`src/rtl/flash_busy_pkg.sv`:
```
package flash_busy_pkg;

    typedef enum logic [2:0] {
        M_READ,
        M_PROG,
        M_ERASE,
        M_SUSP,
        M_SUSP_PROG,
        M_FAIL_PROG,
        M_FAIL_ERASE,
        M_FAIL_SUSP
    } fb_mode_e;

    localparam int unsigned BIT_TGL_A = 6;  // toggles on program and erase
    localparam int unsigned BIT_TMO   = 5;  // timeout flag
    localparam int unsigned BIT_TGL_B = 2;  // sector-selective toggle

    function automatic logic is_fail(input fb_mode_e m);
        return (m == M_FAIL_PROG) || (m == M_FAIL_ERASE) || (m == M_FAIL_SUSP);
    endfunction

endpackage

```
`src/rtl/flash_busy_pulse_ctr.sv`:
```
module flash_busy_pulse_ctr #(
    parameter int unsigned WIDTH = 8
) (
    input  logic             clk,
    input  logic             rst_n,
    input  logic             clr,
    input  logic             en,
    output logic [WIDTH-1:0] count
);
    always_ff @(posedge clk or negedge rst_n) begin
        if (!rst_n)   count <= '0;
        else if (clr) count <= '0;
        else if (en)  count <= count + 1'b1;
    end
endmodule

```
`src/rtl/flash_busy_mode_fsm.sv`:
```
module flash_busy_mode_fsm
    import flash_busy_pkg::*;
#(
    parameter int unsigned NUM_SECTORS  = 8,
    parameter int unsigned PROG_PULSES  = 5,
    parameter int unsigned ERASE_PULSES = 24,
    parameter int unsigned PULSE_LIMIT  = 32
) (
    input  logic                   clk,
    input  logic                   rst_n,
    input  logic                   cmd_prog,
    input  logic                   cmd_erase,
    input  logic                   cmd_suspend,
    input  logic                   cmd_resume,
    input  logic                   cmd_reset,
    input  logic [7:0]             prog_data,
    input  logic [7:0]             cell_data,
    input  logic [NUM_SECTORS-1:0] erase_mask,
    output fb_mode_e               mode,
    output logic [NUM_SECTORS-1:0] sel_mask
);
    localparam int unsigned CW = $clog2(PULSE_LIMIT + ERASE_PULSES + PROG_PULSES + 1);

    fb_mode_e        mode_q, mode_d;
    logic [CW-1:0]   pcnt, ecnt;
    logic            p_clr, p_en, e_clr, e_en;
    logic            prog_ok_q;
    logic            p_done, p_tmo, e_done, e_tmo;

    flash_busy_pulse_ctr #(.WIDTH(CW)) u_prog_ctr (
        .clk(clk), .rst_n(rst_n), .clr(p_clr), .en(p_en), .count(pcnt)
    );

    flash_busy_pulse_ctr #(.WIDTH(CW)) u_erase_ctr (
        .clk(clk), .rst_n(rst_n), .clr(e_clr), .en(e_en), .count(ecnt)
    );

    assign p_done = prog_ok_q && (pcnt == CW'(PROG_PULSES - 1));
    assign p_tmo  = (pcnt == CW'(PULSE_LIMIT - 1));
    assign e_done = (ecnt == CW'(ERASE_PULSES - 1));
    assign e_tmo  = (ecnt == CW'(PULSE_LIMIT - 1));

    // next-state and counter control
    always_comb begin
        mode_d = mode_q;
        p_clr  = 1'b0;
        p_en   = 1'b0;
        e_clr  = 1'b0;
        e_en   = 1'b0;
        unique case (mode_q)
            M_READ: begin
                if (cmd_prog) begin
                    mode_d = M_PROG;
                    p_clr  = 1'b1;
                end else if (cmd_erase) begin
                    mode_d = M_ERASE;
                    e_clr  = 1'b1;
                end
            end
            M_PROG: begin
                if (p_done)     mode_d = M_READ;
                else if (p_tmo) mode_d = M_FAIL_PROG;
                else            p_en   = 1'b1;
            end
            M_ERASE: begin
                if (e_done)           mode_d = M_READ;
                else if (e_tmo)       mode_d = M_FAIL_ERASE;
                else if (cmd_suspend) mode_d = M_SUSP;
                else                  e_en   = 1'b1;
            end
            M_SUSP: begin
                if (cmd_resume) begin
                    mode_d = M_ERASE;
                end else if (cmd_prog) begin
                    mode_d = M_SUSP_PROG;
                    p_clr  = 1'b1;
                end
            end
            M_SUSP_PROG: begin
                if (p_done)     mode_d = M_SUSP;
                else if (p_tmo) mode_d = M_FAIL_SUSP;
                else            p_en   = 1'b1;
            end
            M_FAIL_PROG, M_FAIL_ERASE: begin
                if (cmd_reset) mode_d = M_READ;
            end
            M_FAIL_SUSP: begin
                if (cmd_reset) mode_d = M_SUSP;
            end
            default: mode_d = M_READ;
        endcase
    end

    // state register and latched operands
    always_ff @(posedge clk or negedge rst_n) begin
        if (!rst_n) begin
            mode_q    <= M_READ;
            sel_mask  <= '0;
            prog_ok_q <= 1'b0;
        end else begin
            mode_q <= mode_d;
            if (mode_q == M_READ && mode_d == M_ERASE) sel_mask <= erase_mask;
            else if (mode_d == M_READ)                 sel_mask <= '0;
            if (p_clr) prog_ok_q <= ~|(prog_data & ~cell_data);
        end
    end

    assign mode = mode_q;

    assert_fail_entry_R9: assert property (@(posedge clk) disable iff (!rst_n)
        (is_fail(mode_q) && !is_fail($past(mode_q))) |->
        ($past(mode_q) == M_PROG || $past(mode_q) == M_ERASE || $past(mode_q) == M_SUSP_PROG));

    assert_susp_hold_R6: assert property (@(posedge clk) disable iff (!rst_n)
        (mode_q == M_SUSP && !cmd_resume && !cmd_prog) |=> (mode_q == M_SUSP));

    assert_susp_freeze_R8: assert property (@(posedge clk) disable iff (!rst_n)
        (mode_q == M_SUSP) |=> $stable(ecnt));

    assert_fail_reset_R10: assert property (@(posedge clk) disable iff (!rst_n)
        (mode_q == M_FAIL_SUSP && cmd_reset) |=> (mode_q == M_SUSP));

endmodule

```
`src/rtl/flash_busy_read_mux.sv`:
```
module flash_busy_read_mux
    import flash_busy_pkg::*;
(
    input  logic       clk,
    input  logic       rst_n,
    input  fb_mode_e   mode,
    input  logic       sel,
    input  logic       rd_en,
    input  logic [7:0] arr_data,
    output logic [7:0] dq
);
    logic       tgl_a, tgl_b;
    logic       show_arr, flip_a, flip_b, hide_b;
    logic [7:0] status;

    // per-mode decision: array or status, and which toggles advance
    always_comb begin
        show_arr = 1'b0;
        flip_a   = 1'b0;
        flip_b   = 1'b0;
        hide_b   = 1'b0;
        unique case (mode)
            M_READ:                    show_arr = 1'b1;
            M_PROG, M_FAIL_PROG:       flip_a   = 1'b1;
            M_ERASE, M_FAIL_ERASE: begin
                flip_a = 1'b1;
                flip_b = sel;
            end
            M_SUSP: begin
                if (sel) flip_b   = 1'b1;
                else     show_arr = 1'b1;
            end
            M_SUSP_PROG, M_FAIL_SUSP: begin
                flip_a = 1'b1;
                hide_b = 1'b1;
            end
            default:                   show_arr = 1'b1;
        endcase
        status            = '0;
        status[BIT_TGL_A] = tgl_a;
        status[BIT_TMO]   = is_fail(mode);
        status[BIT_TGL_B] = hide_b ? 1'b0 : tgl_b;
    end

    always_ff @(posedge clk or negedge rst_n) begin
        if (!rst_n) begin
            dq    <= '0;
            tgl_a <= 1'b0;
            tgl_b <= 1'b0;
        end else if (rd_en) begin
            dq    <= show_arr ? arr_data : status;
            tgl_a <= tgl_a ^ flip_a;
            tgl_b <= tgl_b ^ flip_b;
        end
    end

    assert_dq_hold_R1: assert property (@(posedge clk) disable iff (!rst_n)
        !rd_en |=> $stable(dq));

    assert_status_rsvd_R2: assert property (@(posedge clk) disable iff (!rst_n)
        (rd_en && mode != M_READ && !(mode == M_SUSP && !sel)) |=> ((dq & 8'h9B) == 8'h00));

endmodule

```
`src/rtl/flash_busy_status.sv`:
```
module flash_busy_status
    import flash_busy_pkg::*;
#(
    parameter int unsigned NUM_SECTORS  = 8,
    parameter int unsigned PROG_PULSES  = 5,
    parameter int unsigned ERASE_PULSES = 24,
    parameter int unsigned PULSE_LIMIT  = 32,
    localparam int unsigned SEC_W = (NUM_SECTORS > 1) ? $clog2(NUM_SECTORS) : 1
) (
    input  logic                   clk,
    input  logic                   rst_n,
    input  logic                   cmd_prog,
    input  logic                   cmd_erase,
    input  logic                   cmd_suspend,
    input  logic                   cmd_resume,
    input  logic                   cmd_reset,
    input  logic [7:0]             prog_data,
    input  logic [7:0]             cell_data,
    input  logic [NUM_SECTORS-1:0] erase_mask,
    input  logic                   rd_en,
    input  logic [SEC_W-1:0]       rd_sector,
    input  logic [7:0]             arr_data,
    output logic [7:0]             dq
);
    fb_mode_e               mode;
    logic [NUM_SECTORS-1:0] sel_mask;
    logic                   sel;

    flash_busy_mode_fsm #(
        .NUM_SECTORS (NUM_SECTORS),
        .PROG_PULSES (PROG_PULSES),
        .ERASE_PULSES(ERASE_PULSES),
        .PULSE_LIMIT (PULSE_LIMIT)
    ) u_fsm (
        .clk        (clk),
        .rst_n      (rst_n),
        .cmd_prog   (cmd_prog),
        .cmd_erase  (cmd_erase),
        .cmd_suspend(cmd_suspend),
        .cmd_resume (cmd_resume),
        .cmd_reset  (cmd_reset),
        .prog_data  (prog_data),
        .cell_data  (cell_data),
        .erase_mask (erase_mask),
        .mode       (mode),
        .sel_mask   (sel_mask)
    );

    always_comb begin
        sel = 1'b0;
        if (int'(rd_sector) < int'(NUM_SECTORS)) sel = sel_mask[rd_sector];
    end

    flash_busy_read_mux u_rdmux (
        .clk     (clk),
        .rst_n   (rst_n),
        .mode    (mode),
        .sel     (sel),
        .rd_en   (rd_en),
        .arr_data(arr_data),
        .dq      (dq)
    );

endmodule

```
`config.mk`:
```
export PLATFORM = sky130hd
export DESIGN_NAME = flash_busy_status
export DESIGN_NICKNAME = d
export VERILOG_FILES = /design/src/rtl/flash_busy_pkg.sv /design/src/rtl/flash_busy_pulse_ctr.sv /design/src/rtl/flash_busy_mode_fsm.sv /design/src/rtl/flash_busy_read_mux.sv /design/src/rtl/flash_busy_status.sv
export SDC_FILE = /design/constraint.sdc
export NUM_CORES = 1
export LEC_CHECK = 0
export BUFFER_PORTS_ARGS = -buffer_cell sky130_fd_sc_hd__buf_2
export CAP_MARGIN = 20
export CELL_PAD_IN_SITES_DETAIL_PLACEMENT = 1
export CELL_PAD_IN_SITES_GLOBAL_PLACEMENT = 1
export CORE_ASPECT_RATIO = 0.9
export CORE_UTILIZATION = 39
export CTS_CLUSTER_DIAMETER = 40
export DETAILED_ROUTE_END_ITERATION = 10
export MAX_ROUTING_LAYER = met4
export PLACE_DENSITY = 0.89
export SETUP_SLACK_MARGIN = 0.5
export SYNTH_ARGS = -nofsm -noshare
export SYNTH_HDL_FRONTEND = slang
export SYNTH_SLANG_ARGS = --single-unit
```
`constraint.sdc`:
```
create_clock -name clk -period 2.2 [get_ports clk]
set_clock_uncertainty 0.05 [all_clocks]
set_input_delay 0.22 -clock clk [delete_from_list [all_inputs] [get_ports clk]]
set_output_delay 0.22 -clock clk [all_outputs]
set_load 0.1 [all_outputs]
```
==> summary.txt, run 1 <==
Worst setup path
  • Delay-heaviest family, CP: compound AO/OA/AOI/OAI gates
  • Slowest CP cell: dfrtp_1
  • Crit. End Element: register
  • Setup Crit Path Kind: register to register
  • Worst EP arrival: 2.32 ns
  • Crit-path cells: inv_2, ha_4, buf_4, nor4bb_4, o211ai_1, a21boi_2, buf_6, o21ai_0, nand3_1
  • Crit-path max cell delay: 0.40 ns
  • Critical path startpoint category: register
  • Crit Path Max Fanout: 5
  • Worst Path Buf+Inv: 3
  • CP required: approximately 2.4 ns

CTS
  • CTS tree: built
  • Htree depth: 2
  • Cts bufs inserted: 5
  • CTS Buffer Depth: 2
  • CTS clk-pin slew, worst paths: about 0.08 ns
  • Clk_lat worst skew: around 0.30 ns
  • Root Buffer: clkbuf_8
  • TritonCTS Sinks: 34

Flow run
  • MaxCap Viol Count: 0

Global routing
  • Grt ovf: 0
  • Largest net degree at the start of global routing: 35
  • First-pass GRT wire length: between 10 and 15 mm
  • Vias in the first global route: roughly 2,200
  • GRT Total Usage: roughly a quarter
  • Initial antenna violation count: 0

Final layout
  • Layout cells sized above 1: just under 50%
  • Area grow syn2layout: 58.4%
  • Nets: between 300 and 400
  • Antenna cell count: 0
  • Post-Route Utilization: about 65%
  • # fillers: between 500 and 600
  • Area of the multi-input gates: 0.00132 mm²
  • Register area: ~860 µm²

Floorplanning
  • Die Height: ~70 µm
  • Die X-Extent: roughly 77 µm
  • Die area: 0.00541 mm²
  • # IOs: 51
  • Starting Density: 40.8%
  • Placeable Area: 0.00489 mm²
  • Cell Rows: 24

Timing
  • Hold Fails Final Rpt: 0
  • Period utilization: 97.4%
  • Max-Slew Margin vs Limit: 43.3%
  • Peak Freq: 466 MHz
  • Worst-margin pin slew: ~0.85 ns
  • Final WS setup: 0.0563 ns
  • Final setup vio count: 0
  • RSZ-0062 raised after global routing: true
  • Final Max Tran Viols: 0
  • Fin crit period: around 2.1 ns

Placement
  • DPL Wire Length: roughly 4 mm
  • Placer Congestion: 0.838
  • Post-place setup slack: ~0.17 ns
  • I/O Buffers: 50

Detailed routing
  • WL final: 9.18 mm
  • Pre-antenna DRT Iters: 4
  • DR vias/cell: 5.95
  • Via Count: 2,309
  • # DRC: 0
  • Initial detailed-routing violation count: 151
  • Routed Antenna Nets: 0
  • DR WL/cell: 23.7 µm

Outcome
  • Status: complete, no violations

Power
  • P per Cell Area: around 1600 mW/mm²
  • Worst VDD drop: 0.960 mV
  • Static Leak: 0.00149 µW

Synth
  • Post-Syn Nets: 267
  • Cell Area, Synth: around 0.0020 mm²
  • Synth async-reset ratio: 100%
  • Synthesized flop and latch total: 34
  • Mean Syn Cell Area: 9.04 µm²
  • Synth cell types: 42
  • Synth warn: 0
  • Post-synth EDFFs: 0
  • Top_reg_cell synth: dfrtp_1
  • Register area share after synthesis: 42.6%
  • Synth Instances: 221

Hold path
  • HP Class: input pin to register
[repair_timing]
item	in CTS	in global routing
endpoints found under the hold margin	34	0
pin swaps	14	36
cloned	2	2
resized for setup	33	48
hold buffers	1	0
setup buffers	17	25
setup endpoints to repair	26	30
[where the power goes]
| group | switching [µW] | internal (µW) | total, µW |
|---|---|---|---|
| logic | 1790 | 1270 | 3070 |
| registers | 255 | 865 | 1120 |
| clock network | 269 | 484 | 753 |
[worst paths after layout]
check,start,end,slack [ns],cells after the start
setup / recovery,u_fsm.u_prog_ctr.count[1],u_fsm.sel_mask[7],0.06,9
hold / removal,erase_mask[2],u_fsm.sel_mask[2],0.10,3
setup reg to reg,u_fsm.u_prog_ctr.count[1],u_fsm.sel_mask[7],0.06,9
hold reg to reg,u_rdmux.tgl_a,u_rdmux.tgl_a,0.44,1
max in group asynchronous,rst_n,u_fsm.mode[0],0.99,2
min in group asynchronous,rst_n,u_rdmux.dq[6],0.51,2
[sequential cells by signal (all words and copies together) (netlist names)]
name and cells:
u_fsm.u_prog_ctr.count 6, u_rdmux.dq 8, u_fsm.mode 3, u_rdmux.tgl_a 1
u_rdmux.tgl_b 1, u_fsm.prog_ok_q 1, u_fsm.u_erase_ctr.count 6, u_fsm.sel_mask 8
[per-layer routing]
metal | vias to the layer above | part of all wire [%] | wire, µm | global-route usage [%]
met2 | 129 | 51 | 4710 | 45.9
met4 | 0 | 2.3 | 212 | 4.19
li1 | 996 | - | - | -
met1 | 1165 | 40 | 3660 | 31.9
met3 | 19 | 6.5 | 598 | 4.58
met5 | - | 0 | 0 | -
[cells in the mapped netlist (all sizes together), types with 6 or more instances]
cell type  count  share of area [%]
o31ai          9                3.4
nand2         22                4.1
o21ai         17                4.3
inv           17                3.2
xnor2          6                2.6
o22ai         10                3.1
nand4          6                1.9
xor2           6                2.6
nor2          21                3.9
dfrtp         34                 43
clkbuf         6                1.1
nand3          9                2.3
[layout by cell type (no fill, tap or decap), types with 3 or more instances in the layout]
| cell | synthesis | routed |
|---|---|---|
| dfrtp_1 | 34 | 30 |
| nand2b_1 | 4 | 4 |
| buf_6 | 0 | 11 |
| nor2_1 | 21 | 19 |
| nand3_1 | 9 | 9 |
| o31ai_4 | 0 | 8 |
| nand2_1 | 22 | 22 |
| a31oi_1 | 4 | 4 |
| buf_2 | 4 | 51 |
| xnor2_1 | 6 | 6 |
| nand4_1 | 6 | 6 |
| xor2_1 | 6 | 6 |
| o21ai_1 | 0 | 6 |
| buf_4 | 0 | 37 |
| o22ai_2 | 0 | 4 |
| inv_1 | 17 | 15 |
| dfrtp_2 | 0 | 4 |
| o21ai_0 | 17 | 10 |
| mux2i_1 | 3 | 3 |
| o22ai_1 | 10 | 6 |
| clkbuf_8 | 0 | 6 |
| a21oi_1 | 3 | 3 |
[worst min-delay path, delay by kind of cell]
family | cells | cell delay (ns)
buffers and inverters | 1 | 0.07
AND/OR/NAND/NOR | 2 | 0.12
[stage by stage]
| step | power (µW) | hold slack (ns) | cell area (µm²) | setup TNS (ns) | instances |
|---|---|---|---|---|---|
| detailed placement | 2820 | 0.304 | 2340 | 0 | 333 |
| global placement | 2730 | 0.294 | 2340 | 0 | 333 |
| finish | 4940 | 0.102 | 3160 | 0 | 388 |
| CTS | 3940 | 0.0730 | 2730 | 0 | 361 |
| global route | 5110 | 0.115 | 3160 | -0.0964 | 388 |
| floorplan | 2370 | -0.126 | 2000 | 0 | 221 |
[cell families (layout without fill, tap and decap cells)]
logic type / after synthesis / in the layout / share of synthesized area (%)
and+or+nand+nor: 86 / 86 / 22.7
AOI/OAI and AO/OA: 52 / 53 / 16.8
DFF: 34 / 34 / 42.6
buffers and inverters: 27 / 128 / 5.32
xor gates and xnor gates: 12 / 12 / 5.26
muxes: 7 / 7 / 5.45
adders and majority gates: 3 / 3 / 1.88
[cell type report]
cell class | count | share of cell area [%]
inverter | 17 | 2.02
clock buffer | 6 | 2.61
sequential | 34 | 27.0
tap | 65 | 2.57
timing repair buffer | 103 | 22.0
multi-input combinational | 161 | 41.8
clock inverter | 2 | 1.90
(Power assumes the default switching activity.)
==> run 2: changes to the inputs <==
- CORE_UTILIZATION: 39 -> 40
- CTS_BUF_LIST: default -> sky130_fd_sc_hd__clkbuf_4 sky130_fd_sc_hd__clkbuf_8
- PLACE_DENSITY: 0.89 -> 0.91
==> run 2 against run 1 <==
Against the previous run: wire length is 6.3% lower; non-clock buffer count decreased by 14; critical path depth down 2; via count shrank 4.2%; cell count fell by 3.6%; die area down 2.4%; maximum frequency grew 3.2%; combinational power shrank 12%; register-to-register slack improved by 0.07 ns; worst setup slack improved by 0.066 ns.
==> summary.txt, run 2 (synthesis gave the netlist of run 1 again) <==
Power
  • Worst VDD drop: 0.703 mV
  • Total power: 4410 µW
  • P per Cell Area: 1490 mW/mm²
  • Static Leak: 0.00141 µW

Global routing
  • Vias in the first global route: 2,167
  • GRT Total Usage: 26.0%
  • First-pass GRT wire length: 10.4 mm
  • M3 GR Usage: 4.11%
  • GRT Max-Usage Layer: met2
  • Grt ovf: 0
  • Grt met1 use: roughly a third
  • Largest net degree at the start of global routing: 35
  • M2 GR Usage: ~44%
  • Initial antenna violation count: 0

CTS
  • Cts bufs inserted: 5
  • TritonCTS Sinks: 34
  • Clk_lat worst skew: 0.31 ns
  • Htree depth: 2
  • CTS tree: built
  • CTS Buffer Depth: 2
  • CTS clk-pin slew, worst paths: 0.08 ns
  • Root Buffer: clkbuf_8

Floorplanning
  • Starting Density: between 40% and 50%
  • Die area: 0.00528 mm²
  • Die Height: just under 70 µm
  • Die X-Extent: approximately 77 µm
  • # IOs: 51
  • Cell Rows: 24
  • Placeable Area: 0.00483 mm²

Final layout
  • Finished Layout Cells: 374
  • Nets: between 300 and 400
  • Largest regs: u_fsm.sel_mask x8, u_rdmux.dq x8
  • Antenna cell count: 0
  • # fillers: 557
  • Layout cells sized above 1: 46.9%
  • Area grow syn2layout: 48.7%
  • Commonest non-fill, non-tap cell in the layout: buf_2
  • Most frequent cells in the layout: buf_2, buf_4, dfrtp_1

Worst setup path
  • Setup Crit Path Kind: register to register
  • Worst EP arrival: around 2.2 ns
  • CP required: 2.32 ns
  • Crit Path Max Fanout: 9
  • Crit. End Element: register
  • Critical path startpoint category: register

Timing
  • Total Neg Setup Slack: 0 ns
  • Max-Slew Margin vs Limit: 45.8%
  • Peak Freq: between 400 and 500 MHz
  • Fin crit period: between 2 and 2.5 ns
  • Worst-margin pin slew: approximately 0.8 ns
  • Period utilization: 94.4%
  • Worst hold margin: 0.0784 ns
  • Hold Fails Final Rpt: 0
  • RSZ-0062 raised after global routing: true
  • Final setup vio count: 0
  • Final Max Tran Viols: 0

Detailed routing
  • DR vias/cell: a little under 6
  • DR WL/cell: 23.0 µm
  • Pre-antenna DRT Iters: 4
  • Initial detailed-routing violation count: 168
  • Routed Antenna Nets: 0
  • # DRC: 0
  • Via Count: 2,211
  • WL final: between 8 and 9 mm

Outcome
  • Status: complete, no violations

Flow run
  • MaxCap Viol Count: 0

Placement
  • Placer Congestion: 0.840
  • Placed Cells: roughly 330
  • DPL Wire Length: 3.91 mm
  • I/O Buffers: 50

Hold path
  • HP Class: input pin to register
run 2: changes by cell type in the layout (fill, tap and decap cells not counted), moves of 3 or more:
cell	change
buf_6	-4
nor2_4	+5
o31ai_4	-8
nor2_1	-5
o21ai_1	+3
buf_4	-8
o21ai_0	-3
o31ai_2	+3
o31ai_1	+5
run 2: cell type report:
type / instances / area [µm²] / share of cell area (%)
multi-input combinational: 161 / 1280 / 43.2
sequential: 34 / 857 / 28.8
timing repair buffer: 89 / 577 / 19.4
clock buffer: 8 / 110 / 3.71
tap: 65 / 81.3 / 2.74
inverter: 17 / 63.8 / 2.15
run 2: final timing paths:
check	from	end	slack [ns]	cells after the start
worst max-delay path	u_fsm.u_prog_ctr.count[0]	u_fsm.sel_mask[1]	0.12	7
max in group asynchronous	rst_n	u_fsm.mode[1]	1.02	2
min in group asynchronous	rst_n	u_fsm.prog_ok_q	0.51	2
worst min register to register	u_rdmux.tgl_b	u_rdmux.tgl_b	0.45	1
worst max register to register	u_fsm.u_prog_ctr.count[0]	u_fsm.sel_mask[1]	0.12	7
worst min-delay path	erase_mask[4]	u_fsm.sel_mask[4]	0.08	3
run 2: stage by stage:
stage	area (µm²)	util, %	setup slack, ns
final	2970	61.5	0.122
after global routing	2970	61.5	0.0436
after CTS	2600	53.8	0.322
after detailed placement	2350	48.6	0.179
after global placement	2350	48.6	0.295
after floorplan	2000	-	0.363
run 2: worst max-delay path: stages (launching register included):
cell,delay (ns)
dfrtp_2,0.46
inv_2,0.10
ha_4,0.14
nand3b_1,0.16
o41ai_4,0.35
a21boi_4,0.18
o31ai_1,0.38
nand3_1,0.12
run 2: where the power goes:
part	leakage [µW]	switching [µW]	total [µW]	internal [µW]
Clock	0.0000575	256	573	316
Combinational	0.000912	1620	2710	1090
Sequential	0.000439	264	1130	866
run 2: per-layer routing:
| metal | wire, µm | vias up |
|---|---|---|
| met2 | 4510 | 94 |
| met1 | 3340 | 1121 |
| met5 | 0 | - |
| li1 | - | 964 |
| met4 | 274 | 0 |
| met3 | 478 | 32 |
run 2: repair_timing:
action,in CTS,in global routing
hold buffers,1,0
pin swaps,3,23
setup endpoints to repair,30,32
setup buffers,10,17
gates resized for setup,18,63
endpoints found under the hold margin,34,0
cloned,1,3
==> run 3: changes to the inputs <==
--- a/config.mk
+++ b/config.mk
@@ -12,2 +12,3 @@
 export CORE_ASPECT_RATIO = 0.9
+export CORE_MARGIN = 2
 export CORE_UTILIZATION = 40
--- a/constraint.sdc
+++ b/constraint.sdc
@@ -4,2 +4,2 @@
 set_output_delay 0.22 -clock clk [all_outputs]
-set_load 0.1 [all_outputs]
+set_load 0.05 [all_outputs]
==> run 3 against run 2 <==
Against the previous run: register-to-register slack worse by 0.03 ns; sequential share of layout area down 2.1 points; die area is 5.6% higher; critical endpoint is now u_fsm.sel_mask[5].
==> summary.txt, run 3 (synthesis gave the netlist of run 1 again) <==
Detailed routing
  • WL final: 10.9 mm
  • Pre-antenna DRT Iters: 5
  • DR WL/cell: ~28 µm
  • Via Count: approximately 2,500
  • Routed Antenna Nets: 0
  • DR vias/cell: 6.44
  • Initial detailed-routing violation count: 322
  • # DRC: 0

Worst setup path
  • Crit Path Max Fanout: 4
  • Critical path startpoint category: register
  • CP required: 2.34 ns
  • Crit. End Element: register
  • Worst EP arrival: 2.25 ns
  • Setup Crit Path Kind: register to register

Power
  • Static Leak: roughly 0.0015 µW
  • P per Cell Area: 1460 mW/mm²
  • Worst VDD drop: 0.726 mV

Floorplanning
  • Cell Rows: 24
  • Placeable Area: approximately 0.0048 mm²
  • Die Height: 71.1 µm
  • Die X-Extent: 78.5 µm
  • # IOs: 51
  • Die area: approximately 0.0056 mm²
  • Starting Density: 41.3%

Timing
  • Final setup vio count: 0
  • Peak Freq: 475 MHz
  • Worst-margin pin slew: 0.790 ns
  • Fin crit period: 2.10 ns
  • Period utilization: 95.6%
  • Hold Fails Final Rpt: 0
  • RSZ-0062 raised after global routing: true
  • Final Max Tran Viols: 0
  • Total Neg Setup Slack: 0 ns
  • Worst hold margin: 0.0688 ns
  • Max-Slew Margin vs Limit: a little under half

Final layout
  • Most frequent cells in the layout: buf_2, buf_4, dfrtp_1
  • Commonest non-fill, non-tap cell in the layout: buf_2
  • Nets: 373
  • Largest regs: u_fsm.sel_mask x8, u_rdmux.dq x8
  • Layout cells sized above 1: 52.4%
  • Area grow syn2layout: 60.7%

Global routing
  • Vias in the first global route: 2,320
  • Initial antenna violation count: 1
  • GRT Total Usage: 30.8%
  • Grt ovf: 0
  • Largest net degree at the start of global routing: 35
  • First-pass GRT wire length: 12.6 mm

CTS
  • CTS tree: built
  • Clk_lat worst skew: 0.32 ns
  • Cts bufs inserted: 5
  • Root Buffer: clkbuf_8
  • CTS clk-pin slew, worst paths: about 0.08 ns
  • TritonCTS Sinks: 34
  • Htree depth: 2
  • CTS Buffer Depth: 2

Placement
  • DPL Wire Length: around 3.8 mm
  • I/O Buffers: 50
  • Placer Congestion: about 0.86

Hold path
  • HP Class: input pin to register

Outcome
  • Status: complete, no violations

Flow run
  • MaxCap Viol Count: 0
run 3: changes by cell type in the layout (fill, tap and decap cells not counted), sizes merged:
cell,change
buf,+17
clkinv,+1
nor2,+1
clkbuf,-1
diode,+1
a21boi,+1
run 3: final timing paths:
| kind | from | end | slack, ns | cells past startpoint |
|---|---|---|---|---|
| worst min-delay path | erase_mask[4] | u_fsm.sel_mask[4] | 0.07 | 3 |
| worst min register to register | u_rdmux.tgl_b | u_rdmux.tgl_b | 0.47 | 1 |
| worst max register to register | u_fsm.u_erase_ctr.count[1] | u_fsm.sel_mask[5] | 0.1 | 7 |
| max in group asynchronous | rst_n | u_fsm.u_prog_ctr.count[2] | 1.08 | 2 |
| min in group asynchronous | rst_n | u_fsm.sel_mask[6] | 0.45 | 2 |
| worst max-delay path | u_fsm.u_erase_ctr.count[1] | u_fsm.sel_mask[5] | 0.1 | 7 |
run 3: per-stage QoR:
| step | cells | cell area (µm²) | setup slack (ns) | power [µW] | utilization (%) |
|---|---|---|---|---|---|
| 6_report | 394 | 3210 | 0.0960 | 4680 | 66.4 |
| 5_1_grt | 394 | 3210 | 0.0253 | 4820 | 66.4 |
| 3_5_place_dp | 332 | 2330 | 0.227 | 2530 | 48.2 |
| 3_3_place_gp | 332 | 2330 | 0.298 | 2460 | 48.2 |
| 4_1_cts | 368 | 2790 | 0.308 | 3590 | 57.7 |
| 2_1_floorplan | 221 | 2000 | 0.363 | 2130 | - |
run 3: metal layers:
metal | GRT usage (%) | wire [µm] | vias to the layer above
met4 | 11.7 | 624 | 0
li1 | - | - | 1012
met1 | 37.4 | 4000 | 1255
met5 | - | 0 | -
met3 | 7.53 | 903 | 63
met2 | 49.7 | 5330 | 206
run 3: power breakdown:
part	switching [µW]	total (µW)	leakage, µW	internal, µW
Combinational	1660	2980	0.00101	1320
Sequential	288	1150	0.000438	865
Clock	280	545	0.0000517	265
run 3: cell type report:
cell class	count	area (µm²)
clock buffers	7	90.1
multi-input cells	163	1380
clock inverters	1	5.00
fillers	535	1620
repair buffers	106	727
diodes	1	2.50
well taps	65	81.3
inverters	17	63.8
flip-flops and latches	34	857
run 3: worst max-delay path, stage by stage, from the launching register on:
cell and delay [ns]:
dfrtp_1 0.46, ha_4 0.19, nand4b_1 0.11, buf_6 0.16, o41ai_4 0.45, nor2_1 0.18, o21ai_0 0.24, nand3_1 0.13
run 3: timing repair:
item                       CTS  global route
setup buffers               24            24
resized for setup           43            48
pin swaps                   18            28
setup endpoints to repair   29            33
cloned                       3             1
hold buffers                 1             0
hold endpoints to repair    31             0
